<file path="config.mk">
export PLATFORM = sky130hd
export DESIGN_NAME = btl_drive_ctrl
export DESIGN_NICKNAME = d
export VERILOG_FILES = /design/src/rtl/btl_pkg.sv /design/src/rtl/btl_ctl_sync.sv /design/src/rtl/btl_leg_bbm.sv /design/src/rtl/btl_drive_ctrl.sv
export SDC_FILE = /design/constraint.sdc
export NUM_CORES = 1
export LEC_CHECK = 0
export ABC_AREA = 1
export BUFFER_PORTS_ARGS = -buffer_cell sky130_fd_sc_hd__buf_2
export CORE_ASPECT_RATIO = 0.9
export CORE_MARGIN = 4
export CORE_UTILIZATION = 55
export CTS_CLUSTER_DIAMETER = 30
export DETAILED_ROUTE_END_ITERATION = 8
export GPL_TIMING_DRIVEN = 0
export PLACE_DENSITY = 0.85
export SLEW_MARGIN = 20
export SYNTH_ARGS = -nofsm -noshare
export SYNTH_HDL_FRONTEND = slang
export SYNTH_SLANG_ARGS = --single-unit
</file>
<file path="constraint.sdc">
create_clock -name clk -period 2.4 [get_ports clk]
set_input_delay 0.24 -clock clk [delete_from_list [all_inputs] [get_ports clk]]
set_output_delay 0.24 -clock clk [all_outputs]
set_load 0.02 [all_outputs]
</file>
<file path="src/rtl/btl_pkg.sv">
package btl_pkg;

    typedef enum logic [1:0] {
        LEG_OFF = 2'd0,
        LEG_HI  = 2'd1,
        LEG_LO  = 2'd2
    } leg_t;

    // Priority: halt grounds the bridge, then standby floats it, then data picks polarity.
    function automatic leg_t leg_target(input logic run_ok, input logic awake,
                                        input logic bit_v, input logic invert);
        if (!run_ok)
            return LEG_LO;
        else if (!awake)
            return LEG_OFF;
        else
            return (bit_v ^ invert) ? LEG_HI : LEG_LO;
    endfunction

    function automatic logic is_reversal(input leg_t from_s, input leg_t to_s);
        return ((from_s == LEG_HI) && (to_s == LEG_LO)) ||
               ((from_s == LEG_LO) && (to_s == LEG_HI));
    endfunction

endpackage

</file>
<file path="src/rtl/btl_ctl_sync.sv">
module btl_ctl_sync #(
    parameter int W      = 2,
    parameter int STAGES = 2
) (
    input  logic         clk,
    input  logic         rst_n,
    input  logic [W-1:0] async_in,
    output logic [W-1:0] sync_out
);

    typedef struct packed {
        logic [STAGES-1:0][W-1:0] stg;
    } sync_regs_t;

    sync_regs_t r_d, r_q;

    always_comb begin
        r_d = r_q;
        r_d.stg[0] = async_in;
        for (int k = 1; k < STAGES; k++) begin
            r_d.stg[k] = r_q.stg[k-1];
        end
    end

    always_ff @(posedge clk or negedge rst_n) begin
        if (!rst_n) r_q <= '0;
        else        r_q <= r_d;
    end

    assign sync_out = r_q.stg[STAGES-1];

endmodule

</file>
<file path="src/rtl/btl_leg_bbm.sv">
module btl_leg_bbm
    import btl_pkg::*;
#(
    parameter int GAP_W = 2
) (
    input  logic             clk,
    input  logic             rst_n,
    input  logic             sync_sel,
    input  logic [GAP_W-1:0] gap_sel,
    input  leg_t             target,
    output logic             hi_en,
    output logic             lo_en
);

    typedef struct packed {
        leg_t             drv;
        logic [GAP_W-1:0] cnt;
    } leg_regs_t;

    leg_regs_t r_d, r_q;
    leg_t      shown;

    always_comb begin
        r_d = r_q;
        if (!sync_sel) begin
            r_d.drv = target;
            r_d.cnt = '0;
        end else if (r_q.cnt != '0) begin
            r_d.cnt = r_q.cnt - GAP_W'(1);
            r_d.drv = (r_q.cnt == GAP_W'(1)) ? target : LEG_OFF;
        end else if (is_reversal(r_q.drv, target)) begin
            if (gap_sel == '0) begin
                r_d.drv = target;
            end else begin
                r_d.drv = LEG_OFF;
                r_d.cnt = gap_sel;
            end
        end else begin
            r_d.drv = target;
        end
    end

    always_ff @(posedge clk or negedge rst_n) begin
        if (!rst_n) begin
            r_q.drv <= LEG_LO;
            r_q.cnt <= '0;
        end else begin
            r_q <= r_d;
        end
    end

    assign shown = sync_sel ? r_q.drv : target;
    assign hi_en = (shown == LEG_HI);
    assign lo_en = (shown == LEG_LO);

endmodule

</file>
<file path="src/rtl/btl_drive_ctrl.sv">
module btl_drive_ctrl
    import btl_pkg::*;
#(
    parameter int N_CH  = 2,
    parameter int GAP_W = 2
) (
    input  logic             clk,
    input  logic             rst_n,
    input  logic             sync_sel,
    input  logic             halt_n,
    input  logic             stby_n,
    input  logic [GAP_W-1:0] gap_sel,
    input  logic [N_CH-1:0]  din,
    input  logic             beep_in,
    output logic [N_CH-1:0]  pos_hi_en,
    output logic [N_CH-1:0]  pos_lo_en,
    output logic [N_CH-1:0]  neg_hi_en,
    output logic [N_CH-1:0]  neg_lo_en,
    output logic             beep_out_p,
    output logic             beep_out_n
);

    localparam int CTL_W = 2;

    typedef struct packed {
        logic [N_CH-1:0] data;
    } cap_regs_t;

    cap_regs_t       cap_d, cap_q;
    logic [CTL_W-1:0] ctl_s;
    logic            run_ok;
    logic            awake;

    btl_ctl_sync #(.W(CTL_W), .STAGES(2)) u_ctl_sync (
        .clk      (clk),
        .rst_n    (rst_n),
        .async_in ({halt_n, stby_n}),
        .sync_out (ctl_s)
    );

    assign run_ok = ctl_s[1];
    assign awake  = ctl_s[0];

    always_comb begin
        cap_d      = cap_q;
        cap_d.data = din;
    end

    always_ff @(posedge clk or negedge rst_n) begin
        if (!rst_n) cap_q <= '0;
        else        cap_q <= cap_d;
    end

    for (genvar ch = 0; ch < N_CH; ch++) begin : g_ch
        logic bit_sel;
        leg_t pos_tgt;
        leg_t neg_tgt;

        assign bit_sel = sync_sel ? cap_q.data[ch] : din[ch];
        assign pos_tgt = leg_target(run_ok, awake, bit_sel, 1'b0);
        assign neg_tgt = leg_target(run_ok, awake, bit_sel, 1'b1);

        btl_leg_bbm #(.GAP_W(GAP_W)) u_pos (
            .clk      (clk),
            .rst_n    (rst_n),
            .sync_sel (sync_sel),
            .gap_sel  (gap_sel),
            .target   (pos_tgt),
            .hi_en    (pos_hi_en[ch]),
            .lo_en    (pos_lo_en[ch])
        );

        btl_leg_bbm #(.GAP_W(GAP_W)) u_neg (
            .clk      (clk),
            .rst_n    (rst_n),
            .sync_sel (sync_sel),
            .gap_sel  (gap_sel),
            .target   (neg_tgt),
            .hi_en    (neg_hi_en[ch]),
            .lo_en    (neg_lo_en[ch])
        );
    end

    assign beep_out_p = beep_in;
    assign beep_out_n = ~beep_in;

endmodule

</file>
# Yosys cells after proc, flatten, opt, wreduce, memory -nomap -nowiden
# Index checks and enable logic that the tools add are counted.
# totals
elab_cells	116
output_inout_bits	10
register_bits	22
latchBits	0
input_bits	10
memories	0
mem_bits_ro	0
ramBits	0
# op_classes
reduce_logical	21
mul	0
div	0
eq_ne	36
order_cmp	0
shift	0
n_mux	43
add_sub_neg	4
n_bitwise	1
# ops
op	count
two-way mux 2 bit	33
equality test 2 x 1 -> 1 bit, second input constant	16
two-way mux 4 bit	8
equality test 2 bit, second input constant	12
inequality test 3 x 1 -> 1 bit, second input constant	4
inequality test 3 x 2 -> 1 bit, second input constant	3
logical AND 1 bit	8
AND reduction 2 bit	4
nonzero test 2 bit	4
subtractor 2 x 1 -> 2 bit, second input constant	4
logical OR 1 bit	4
inequality test 3 bit, second input constant	1
zero test 2 bit	1
two-way mux 1 bit	2
NOT 1 bit	1

# Logic depth before layout (Yosys ltp)
# Gate-level depths: netlist (run 1).
# logic_depth
ltp_word	10
ltp_mapped	10
mapped_depth_nobuf	9

# Modules after synthesis
# Synthesis (run 1) repeated with hierarchy kept, for this count alone.
# unflattened
hier_cells	202
area_unflattened_um2	1335.0
# modules_own_cells
mod	cells_each	area_each_um2	seq_area_each_um2	n_inst
btl_leg_bbm	42	266.5	101.3	4
btl_drive_ctrl	30	168.9	50.0	1
btl_ctl_sync	4	100.1	100.1	1

# Least setup slack after synthesis (run 1)
# Ideal clock, no wire load.
# synth_path
path_type	flip-flop to output port
from	register u_ctl_sync.r_q, in the netlist u_ctl_sync.sync_out[0]
to	output port pos_hi_en[0]
arrival_time_ns	1.091
n_path_buf	2
path_stages_with_launch	7
required_time_ns	2.160
slack_ns	1.069
cell_sequence	dfrtp_1 -> buf_2 -> nand3_1 -> nand2_1 -> o21ai_0 -> and2_1 -> buf_4
# synth_between
elab_chain_cells	4
# synth_rtl
item	line_no	rtl
from (decl)	btl_ctl_sync.sv:15	sync_regs_t r_d, r_q;
from (signal assigned)	btl_ctl_sync.sv:27	else r_q <= r_d;
two-way mux 2 bit	btl_pkg.sv:14	else if (!awake)
two-way mux 2 bit	btl_pkg.sv:12	if (!run_ok)
two-way mux 2 bit	btl_leg_bbm.sv:52	assign shown = sync_sel ? r_q.drv : target;
equality test 2 x 1 -> 1 bit	btl_leg_bbm.sv:53	assign hi_en = (shown == LEG_HI);
to (decl)	btl_drive_ctrl.sv:15	output logic [N_CH-1:0] pos_hi_en,
# Every way passes these cells.

# Worst setup path after layout (run 1)
# layout_path
from	register u_ctl_sync.r_q, in the netlist u_ctl_sync.sync_out[0]
to	output port neg_hi_en[0]
# layout_between
elab_chain_cells	4
# layout_rtl
item	line_no	rtl
two-way mux 2 bit	btl_pkg.sv:14	
two-way mux 2 bit	btl_pkg.sv:12	
two-way mux 2 bit	btl_leg_bbm.sv:52	
equality test 2 x 1 -> 1 bit	btl_leg_bbm.sv:53	
to (decl)	btl_drive_ctrl.sv:17	output logic [N_CH-1:0] neg_hi_en,
# Every way passes these cells.

==> run metrics, run 1 <==
Critical Path AT between 1500 and 2000 ps; MaxCap Viol Count 0; Worst Skew roughly 7.1 ps; pins over their slew limit 0; RSZ-0062 raised after global routing false; clock latency on the worst-skew pair slightly above 300 ps; Critical Path Fanout Max 9; post-CTS setup repair buffer count 0; fraction of registers with async set/reset 100%; n_diodes 0; share of cells above drive strength 1 25.1%; DR top layer met4; period utilization approximately 80%; Post-Route Setup TNS 0 ps; Req. time, crit path roughly 2200 ps; Peak VDD IR 0.379 mV; Post-synth EDFFs 0; Synth Area in Adders 0%; DP HPWL around 2000 um; largest net degree at the start of global routing 23; DR pass1 iterations 4; via-per-instance ratio between 4 and 5; worst r2r src u_ctl_sync.sync_out[0]; first-pass GRT wire length approximately 4400 um; Mapped Area between 1000 and 1500 um2; CP bufs+invs 3; Die X about 59 um; port buffer count 18; Avg Inst Size Synth ~7 um2; multi-input logic area roughly 530 um2; Final setup viols 0; CTS tree done; CTS Buf Count 3; overall die height between 50 and 60 um; Clock Tree Root clkbuf_4; Gates resized, CTS repair 0; CTS Hold Bufs 1; post-synthesis sequential area ratio roughly 42%; clock buffer depth 2; Vias about 1200; HP Start halt_n; Synthesis Warnings 0; Post-Syn Nets 195; Final ANT Viol Nets 0; post-synthesis cell type count 20; Layout area overhead 12.0%; CTS clock-pin slew for the worst setup and hold paths roughly 120 ps; post-route minimum period 1930 ps; clock sinks 22; main combinational cell family by area after synthesis simple AND/OR/NAND/NOR gates; final core occ between 60% and 70%; multiplexer area fraction after synthesis 0%; row count 16; Post-Synth XOR/XNOR Area 0%; ys flop type dfrtp_1; die area roughly 3200 um2; Tightest Pin Transition between 400 and 500 ps; CP delay by family, top buffers and inverters; final hold vios 0; I/O pin cnt 20; Routed WL between 2000 and 3000 um; Tot GR Track Use 18.1%; wire length on met1 roughly 1100 um; worst path cell trace buf_2 > nand3_1 > nand2_1 > o21ai_0 > and2_1 > buf_4 > buf_2; Crit Path Class flop to primary output; WL met3 135 um; H-tree depth 1; initial antenna violation count 0; register bit count reported by yosys 22; crit end category primary output; drt drc 0; worst hold path class input port to flop; CP dominant cell by count buf_2; Peak Freq a little over 0.5 GHz; crit path launch u_ctl_sync.sync_out[0]; status complete, no violations; length of routed met2 wiring between 1000 and 1500 um; Core Area about 2200 um2; drt wl/cell between 10 and 15 um; power per cell area around 520 nW/um2; final net count 219; Worst path slowest cell dfrtp_1; compound-gate portion of the synthesized area 8.42%; GRT overflow 0; Static Leak 0.850 nW; startpoint type of the worst setup path flop; Initial Util approximately 59%; gp weighted congestion 0.874; Storage cell area between 500 and 600 um2; Crit path largest cell delay approximately 370 ps; vias in the first global route about 1100; cells after synthesis 185; Synth Area in Simple Gates between 30% and 40%; DRT iter0 DRCs 38; Worst slew margin 67.8%; fill count between 200 and 250
==> layout by cell type (no fill, tap or decap), drive strengths merged <==
master       instances
nor2                35
dlygate4sd3          1
dfrtp               18
o21ai                8
dfstp                4
nand3                9
clkbuf               5
nand4                4
buf                 31
a22oi                4
or2                  1
and2                 3
nand2               45
inv                 31
a21oi                8
==> report_power, final <==
group	switching, W	internal (W)	leakage [nW]
logic	0.000113	0.0000686	0.562
clock network	0.000112	0.0000588	0.0138
registers	0.0000138	0.000399	0.274
total	0.000239	0.000527	0.850
==> worst reg2reg max path, delay by kind of cell (launching register included) <==
family / cells / cell delay (ps)
buffers and inverters: 1 / 180
flip-flops: 1 / 340
AND/OR/NAND/NOR: 7 / 660
==> cell usage after synthesis, types with 2 or more instances <==
cell,instances,area [um2]
a21oi_1,8,40.0
nand3_1,9,45.0
buf_6,2,22.5
and2_1,3,18.8
nand4_1,4,25.0
inv_2,4,15.0
clkbuf_1,2,7.51
dfstp_2,4,105
dfrtp_1,18,450
nor2_1,27,101
o21ai_0,7,35.0
nor2_2,8,50.1
inv_1,26,97.6
nand2_1,45,169
buf_4,9,67.6
a22oi_1,4,30.0
buf_2,2,10.0
==> logic make-up (layout without fill, tap and decap cells) <==
family	Yosys count	count (layout)
flops	22	22
buf+inv	46	68
simple gates	97	97
compound gates	20	20
==> stage by stage <==
stage,worst slack (ps),power [W],std cells,hold WS [ps],instance area [um2]
2_1_floorplan,1070,0.000548,185,-55.6,1310
3_3_place_gp,856,0.000589,230,218,1430
3_5_place_dp,815,0.000600,230,226,1430
4_1_cts,486,0.000765,234,25.6,1460
5_1_grt,325,0.000804,234,21.0,1460
6_report,471,0.000765,234,19.0,1460
==> registers in the layout, indices dropped and copies added, names as in the netlist <==
register and cells:
cap_q 2, g_ch.u_neg.r_q 8, g_ch.u_pos.r_q 8, u_ctl_sync.r_d 2, u_ctl_sync.sync_out 2
==> final timing paths <==
path,depth (start not counted),slack [ps],end
min in group asynchronous,2,400,u_ctl_sync.r_d[2]
setup / recovery,7,470,neg_hi_en[0]
setup reg to reg,8,1110,g_ch[0].u_neg.r_q[2]
max in group asynchronous,2,1640,g_ch[0].u_neg.r_q[3]
hold / removal,1,20,u_ctl_sync.r_d[3]
hold reg to reg,0,360,u_ctl_sync.sync_out[0]
==> final cells by class <==
cell class	instances	area share (%)
timing repair buffer	19	6.84
sequential	22	37.9
buffer	15	7.35
clock buffer	3	1.54
inverter	31	8.12
tap	27	2.31
multi-input combinational	117	35.9
==> per-layer routing <==
metal  GRT usage [%]  up-vias
li1                -      600
met1            22.3      524
met2            33.1       25
met3            2.83        3
met4            4.91        0
met5               0        -
(Power assumes the default switching activity.)
==> run 2, diff against run 1 <==
clock period = 1.8 ns   (was 2.4 ns; I/O delays follow)
==> run metrics, run 2 (synthesized netlist as in run 1, its figures left out) <==
clock power share 21.3% (was 22.4%); clock sinks 22 (unchanged); pins over their slew limit 0 (unchanged); clock buffer depth 2 (unchanged); MaxCap Viol Count 0 (unchanged); Worst Skew 5.94 ps (was 7.09 ps); Static Leak 0.906 nW (was 0.850 nW); Gate power share 26.9% (was 23.7%); CTS Buf Count 3 (unchanged); GRT overflow 0 (unchanged); CP bufs+invs 3 (unchanged); switching share of power 32.0% (was 31.2%); first-pass GRT wire length 4440 um (was 4370 um); sequential power share 51.8% (was 54.0%); via-per-instance ratio 5.19 (was 4.92); Die X 59.4 um (unchanged); Critical Path Fanout Max 5 (was 9); n_diodes 0 (unchanged); worst hold path class input port to flop (unchanged); largest net degree at the start of global routing 23 (unchanged); Final Instance Area 1620 um2 (was 1460 um2); Core Area 2220 um2 (unchanged); Pint 0.000725 W (was 0.000527 W); Clock Tree Root clkbuf_4 (unchanged); Tot GR Track Use 18.4% (was 18.1%); startpoint type of the worst setup path flop (unchanged); CTS clock-pin slew for the worst setup and hold paths 120 ps (about the same); Tightest Pin Transition 563 ps (was 483 ps); final hold vios 0 (unchanged); worst path cell trace buf_6 > nand3_2 > nor2_2 > nand2_1 > o21ai_2 > nor2_1 > buf_4 > buf_2 (was buf_2 > nand3_1 > nand2_1 > o21ai_0 > and2_1 > buf_4 > buf_2); Initial Util 58.8% (unchanged); clock latency on the worst-skew pair 310 ps (about the same); Vias 1256 (was 1152); Post-Route Setup TNS 0 ps (unchanged); Layout area overhead 24.2% (was 12.0%); Worst path slowest cell dfrtp_1 (unchanged); Critical Path AT 1590 ps (was 1690 ps); Req. time, crit path 1620 ps (was 2160 ps); drt drc 0 (unchanged); worst hold slack 190 ps (was 19.0 ps); RSZ-0062 raised after global routing true (was false); H-tree depth 1 (unchanged); vias in the first global route 1080 (was 1067); final net count 227 (was 219); Largest regs g_ch.u_neg.r_q: 8 flops, g_ch.u_pos.r_q: 8 flops (unchanged); CTS tree done (unchanged); Worst slew margin 62.5% (was 67.8%); Final ANT Viol Nets 0 (unchanged); overall die height 54.3 um (unchanged); port buffer count 18 (unchanged); I/O pin cnt 20 (unchanged); leading cell type in the layout, fill and taps excluded nand2_1 (unchanged); Peak Freq around 0.57 GHz; initial antenna violation count 0 (unchanged); most frequent cells in the layout nand2_1 (41), inv_1 (25), nor2_1 (24) (was nand2_1 (45), nor2_1 (27), inv_1 (26)); post-route minimum period roughly 1800 ps; Peak VDD IR 0.517 mV (was 0.379 mV); crit end category primary output (unchanged); Crit Path Class flop to primary output (unchanged); die area 3220 um2 (unchanged); final core occ 73.1% (was 65.9%); CP delay by family, top simple AND/OR/NAND/NOR gates (was buffers and inverters); Final setup viols 0 (unchanged); power per cell area 656 nW/um2 (was 523 nW/um2); row count 16 (unchanged); Net Sw Power 0.000341 W (was 0.000239 W); share of cells above drive strength 1 34.0% (was 25.1%); placed cell area 1430 um2 (unchanged); gp weighted congestion 0.874 (unchanged); period utilization between 90% and 100%; drt wl/cell 12.7 um (was 11.1 um); Routed WL 3070 um (was 2610 um); Crit path largest cell delay 380 ps (was 370 ps); DRT iter0 DRCs 27 (was 38); setup slack, reg-to-reg 470 ps (was 1110 ps); DP HPWL 2050 um (unchanged); status complete, no violations (unchanged); DR pass1 iterations 4 (unchanged)
[run 2: changes by cell type in the layout (fill, tap and decap cells not counted), sizes merged]
cell         before  now
dlygate4sd3       1    5
buf              31   35
[run 2: final cells by class]
type / instances / area, um2
Timing Repair Buffer: 27 / 178
Inverter: 31 / 119
Fill cell: 169 / 598
Buffer: 15 / 120
Tap cell: 27 / 33.8
Clock buffer: 3 / 22.5
Sequential cell: 22 / 556
Multi-Input combinational cell: 117 / 596
[run 2: worst register-to-register path, cell delays in order (launching register included)]
cell and delay [ps]:
dfstp_2 540, inv_1 50, nor2_1 110, nand4_1 120, nand2_1 160, nand3_1 90, nand2_1 120, nor2_1 50
[run 2: power by group through the flow]
stage | combinational [W] | clock (W) | sequential (W)
CTS | 0.000248 | 0.000227 | 0.000551
floorplan | 0.000174 | 0 | 0.000556
global placement | 0.000228 | 0 | 0.000558
finish | 0.000287 | 0.000227 | 0.000552
global route | 0.000317 | 0.000243 | 0.000557
detailed placement | 0.000240 | 0 | 0.000560
[run 2: timing repair]
action	4_1_cts	5_1_grt
buffers inserted	0	3
resized for setup	5	29
hold buffers	3	2
cloned	0	1
pin swaps	0	5
endpoints found under the setup margin	5	8
endpoints found under the hold margin	20	2
[run 2: worst paths after layout]
path / startpoint / to / cells after the start
worst max-delay path: u_ctl_sync.sync_out[0] / pos_lo_en[1] / 8
worst min-delay path: sync_sel / g_ch[1].u_pos.r_q[3] / 4
worst max register to register: g_ch[0].u_neg.r_q[3] / g_ch[0].u_neg.r_q[2] / 7
worst min register to register: u_ctl_sync.r_d[2] / u_ctl_sync.sync_out[0] / 0
max in group asynchronous: rst_n / g_ch[0].u_neg.r_q[3] / 2
min in group asynchronous: rst_n / u_ctl_sync.sync_out[0] / 2
[run 2: per-layer routing]
layer | GRT usage (%) | up-vias | wire, um
met2 | 33.5 | 38 | 1660
li1 | - | 622 | -
met4 | 4.91 | 0 | 48
met5 | 0 | - | 0
met1 | 22.8 | 589 | 1220
met3 | 2.83 | 7 | 139
[run 2: metrics by stage]
step / setup slack, ps / total power, W / std cells
after detailed placement: 298 / 0.000800 / 230
final: 31.6 / 0.00107 / 242
after floorplan: 529 / 0.000730 / 185
after global routing: -72.1 / 0.00112 / 242
after CTS: 24.0 / 0.00103 / 236
after global placement: 345 / 0.000785 / 230
==> run 3, diff against run 2 <==
PLACE_DENSITY = default   (was 0.85)
PLACE_DENSITY_LB_ADDON = 0.08   (was default)
==> run metrics, run 3 (synthesized netlist as in run 1, its figures left out) <==
Peak VDD IR 0.697 mV (was 0.517 mV); Final ANT Viol Nets 0 (unchanged); via-per-instance ratio 5.09 (was 5.19); clock buffer depth 2 (unchanged); period utilization 96.8% (was 98.2%); GR Util met3 5.90% (was 2.83%); status complete, no violations (unchanged); largest net degree at the start of global routing 23 (unchanged); Tightest Pin Transition 565 ps (was 563 ps); clock sinks 22 (unchanged); row count 16 (unchanged); Final Instance Area 1720 um2 (was 1620 um2); Layout area overhead 31.2% (was 24.2%); initial antenna violation count 0 (unchanged); die area 3220 um2 (unchanged); gp weighted congestion 0.799 (was 0.874); vias in the first global route 1193 (was 1080); Routed WL 3050 um (was 3070 um); CTS tree done (unchanged); CTS clock-pin slew for the worst setup and hold paths 120 ps (about the same); Worst Skew 1.50 ps (was 5.94 ps); crit end category primary output (unchanged); DR pass1 iterations 4 (unchanged); final hold vios 0 (unchanged); drt wl/cell 12.5 um (was 12.7 um); Most Crowded Layer GR met2 (unchanged); startpoint type of the worst setup path flop (unchanged); Static Leak 0.933 nW (was 0.906 nW); placed cell area 1430 um2 (unchanged); GRT overflow 0 (unchanged); clock latency on the worst-skew pair 310 ps (about the same); share of cells above drive strength 1 37.3% (was 34.0%); I/O pin cnt 20 (unchanged); Crit Path Class flop to primary output (unchanged); most frequent cells in the layout nand2_1 (37), inv_1 (25), nor2_1 (24) (was nand2_1 (41), inv_1 (25), nor2_1 (24)); Worst slew margin 62.3% (was 62.5%); met1 GRT Util 25.5% (was 22.8%); post-route minimum period 1740 ps (was 1770 ps); Post-Route Setup TNS 0 ps (unchanged); Clock Tree Root clkbuf_4 (unchanged); pins over their slew limit 0 (unchanged); Tot GR Track Use 21.1% (was 18.4%); Core Area 2220 um2 (unchanged); Final setup viols 0 (unchanged); Peak Freq 0.574 GHz (was 0.565 GHz); DRT iter0 DRCs 71 (was 27); final core occ 77.2% (was 73.1%); n_diodes 0 (unchanged); leading cell type in the layout, fill and taps excluded nand2_1 (unchanged); final net count 228 (was 227); Critical Path AT 1560 ps (was 1590 ps); CP dominant cell by count buf_4; Req. time, crit path 1620 ps (about the same); Die X 59.4 um (unchanged); Worst path slowest cell dfrtp_1 (unchanged); worst hold path class input port to flop (unchanged); Vias 1243 (was 1256); CTS Buf Count 3 (unchanged); DP HPWL 2100 um (was 2050 um); MaxCap Viol Count 0 (unchanged); M2 GR Usage 36.2% (was 33.5%); first-pass GRT wire length 5070 um (was 4440 um); drt drc 0 (unchanged); Initial Util 58.8% (unchanged); H-tree depth 1 (unchanged); overall die height 54.3 um (unchanged); port buffer count 18 (unchanged); Crit path largest cell delay 370 ps (was 380 ps); power per cell area 720 nW/um2 (was 656 nW/um2); worst path cell trace buf_6 > nand3_4 > nor2_4 > nand2_1 > o21ai_2 > and2_1 > buf_4 > buf_4 (was buf_6 > nand3_2 > nor2_2 > nand2_1 > o21ai_2 > nor2_1 > buf_4 > buf_2); Critical Path Fanout Max 8 (was 5); Largest regs g_ch.u_neg.r_q: 8 flops, g_ch.u_pos.r_q: 8 flops (unchanged)
-- run 3: cell count changes in the layout (fill, tap and decap cells not counted), moves of 2 or more --
cell,previous run,this run
nor2_2,11,8
buf_6,4,6
nand2_2,4,8
nand2_1,41,37
nor2_4,0,3
-- run 3: per-stage QoR --
step	std cells	setup WS, ps	power, W	hold slack [ps]
after detailed placement	230	221	0.000799	163
final	244	58.2	0.00124	194
after global routing	244	-63.8	0.00130	205
after floorplan	185	529	0.000730	-116
after global placement	230	289	0.000786	157
after CTS	240	-3.05	0.00119	180
-- run 3: metal layers --
layer  vias to the layer above  part of all wire (%)
met2                        32                    50
met5                         -                     0
met1                       584                    44
met3                         8                   4.1
met4                         0                   2.0
li1                        619                     -
-- run 3: critical path: cells and delay by family, from the launching register on --
family | cells | cell delay, ps
flip-flops | 1 | 370
AND/OR/NAND/NOR | 4 | 440
AO/OA/AOI/OAI | 1 | 70
buffers and inverters | 3 | 380
-- run 3: repair_timing --
action / CTS / global route
buffers inserted: 1 / 6
hold buffers: 5 / 0
hold endpoints to repair: 22 / 0
setup endpoints to repair: 6 / 8
pin swaps: 1 / 9
resized for setup: 11 / 36
-- run 3: final cells by class --
type                       count  area, um2
multi-input combinational    117        637
sequential                    22        556
tap                           27       33.8
timing repair buffer          30        210
clock buffer                   3       22.5
inverter                      31        121
buffer                        13        105
clock inverter                 1       30.0
fill                         156        507
-- run 3: power by group --
part / leakage, nW / switching (W) / internal, W
sequential: 0.274 / 0.0000198 / 0.000533
clock: 0.0279 / 0.000156 / 0.000225
combinational: 0.631 / 0.000179 / 0.000123
total: 0.933 / 0.000355 / 0.000880
-- run 3: final timing paths --
check	start	to	slack, ps	cells after the start
max reg2reg	g_ch[1].u_neg.r_q[3]	g_ch[1].u_neg.r_q[2]	460	7
max	u_ctl_sync.sync_out[0]	neg_hi_en[0]	60	8
max in group asynchronous	rst_n	g_ch[0].u_pos.r_q[3]	1110	2
min	gap_sel[0]	g_ch[1].u_neg.r_q[0]	190	3
min reg2reg	u_ctl_sync.r_d[3]	u_ctl_sync.sync_out[1]	370	0
min in group asynchronous	rst_n	u_ctl_sync.r_d[3]	340	2
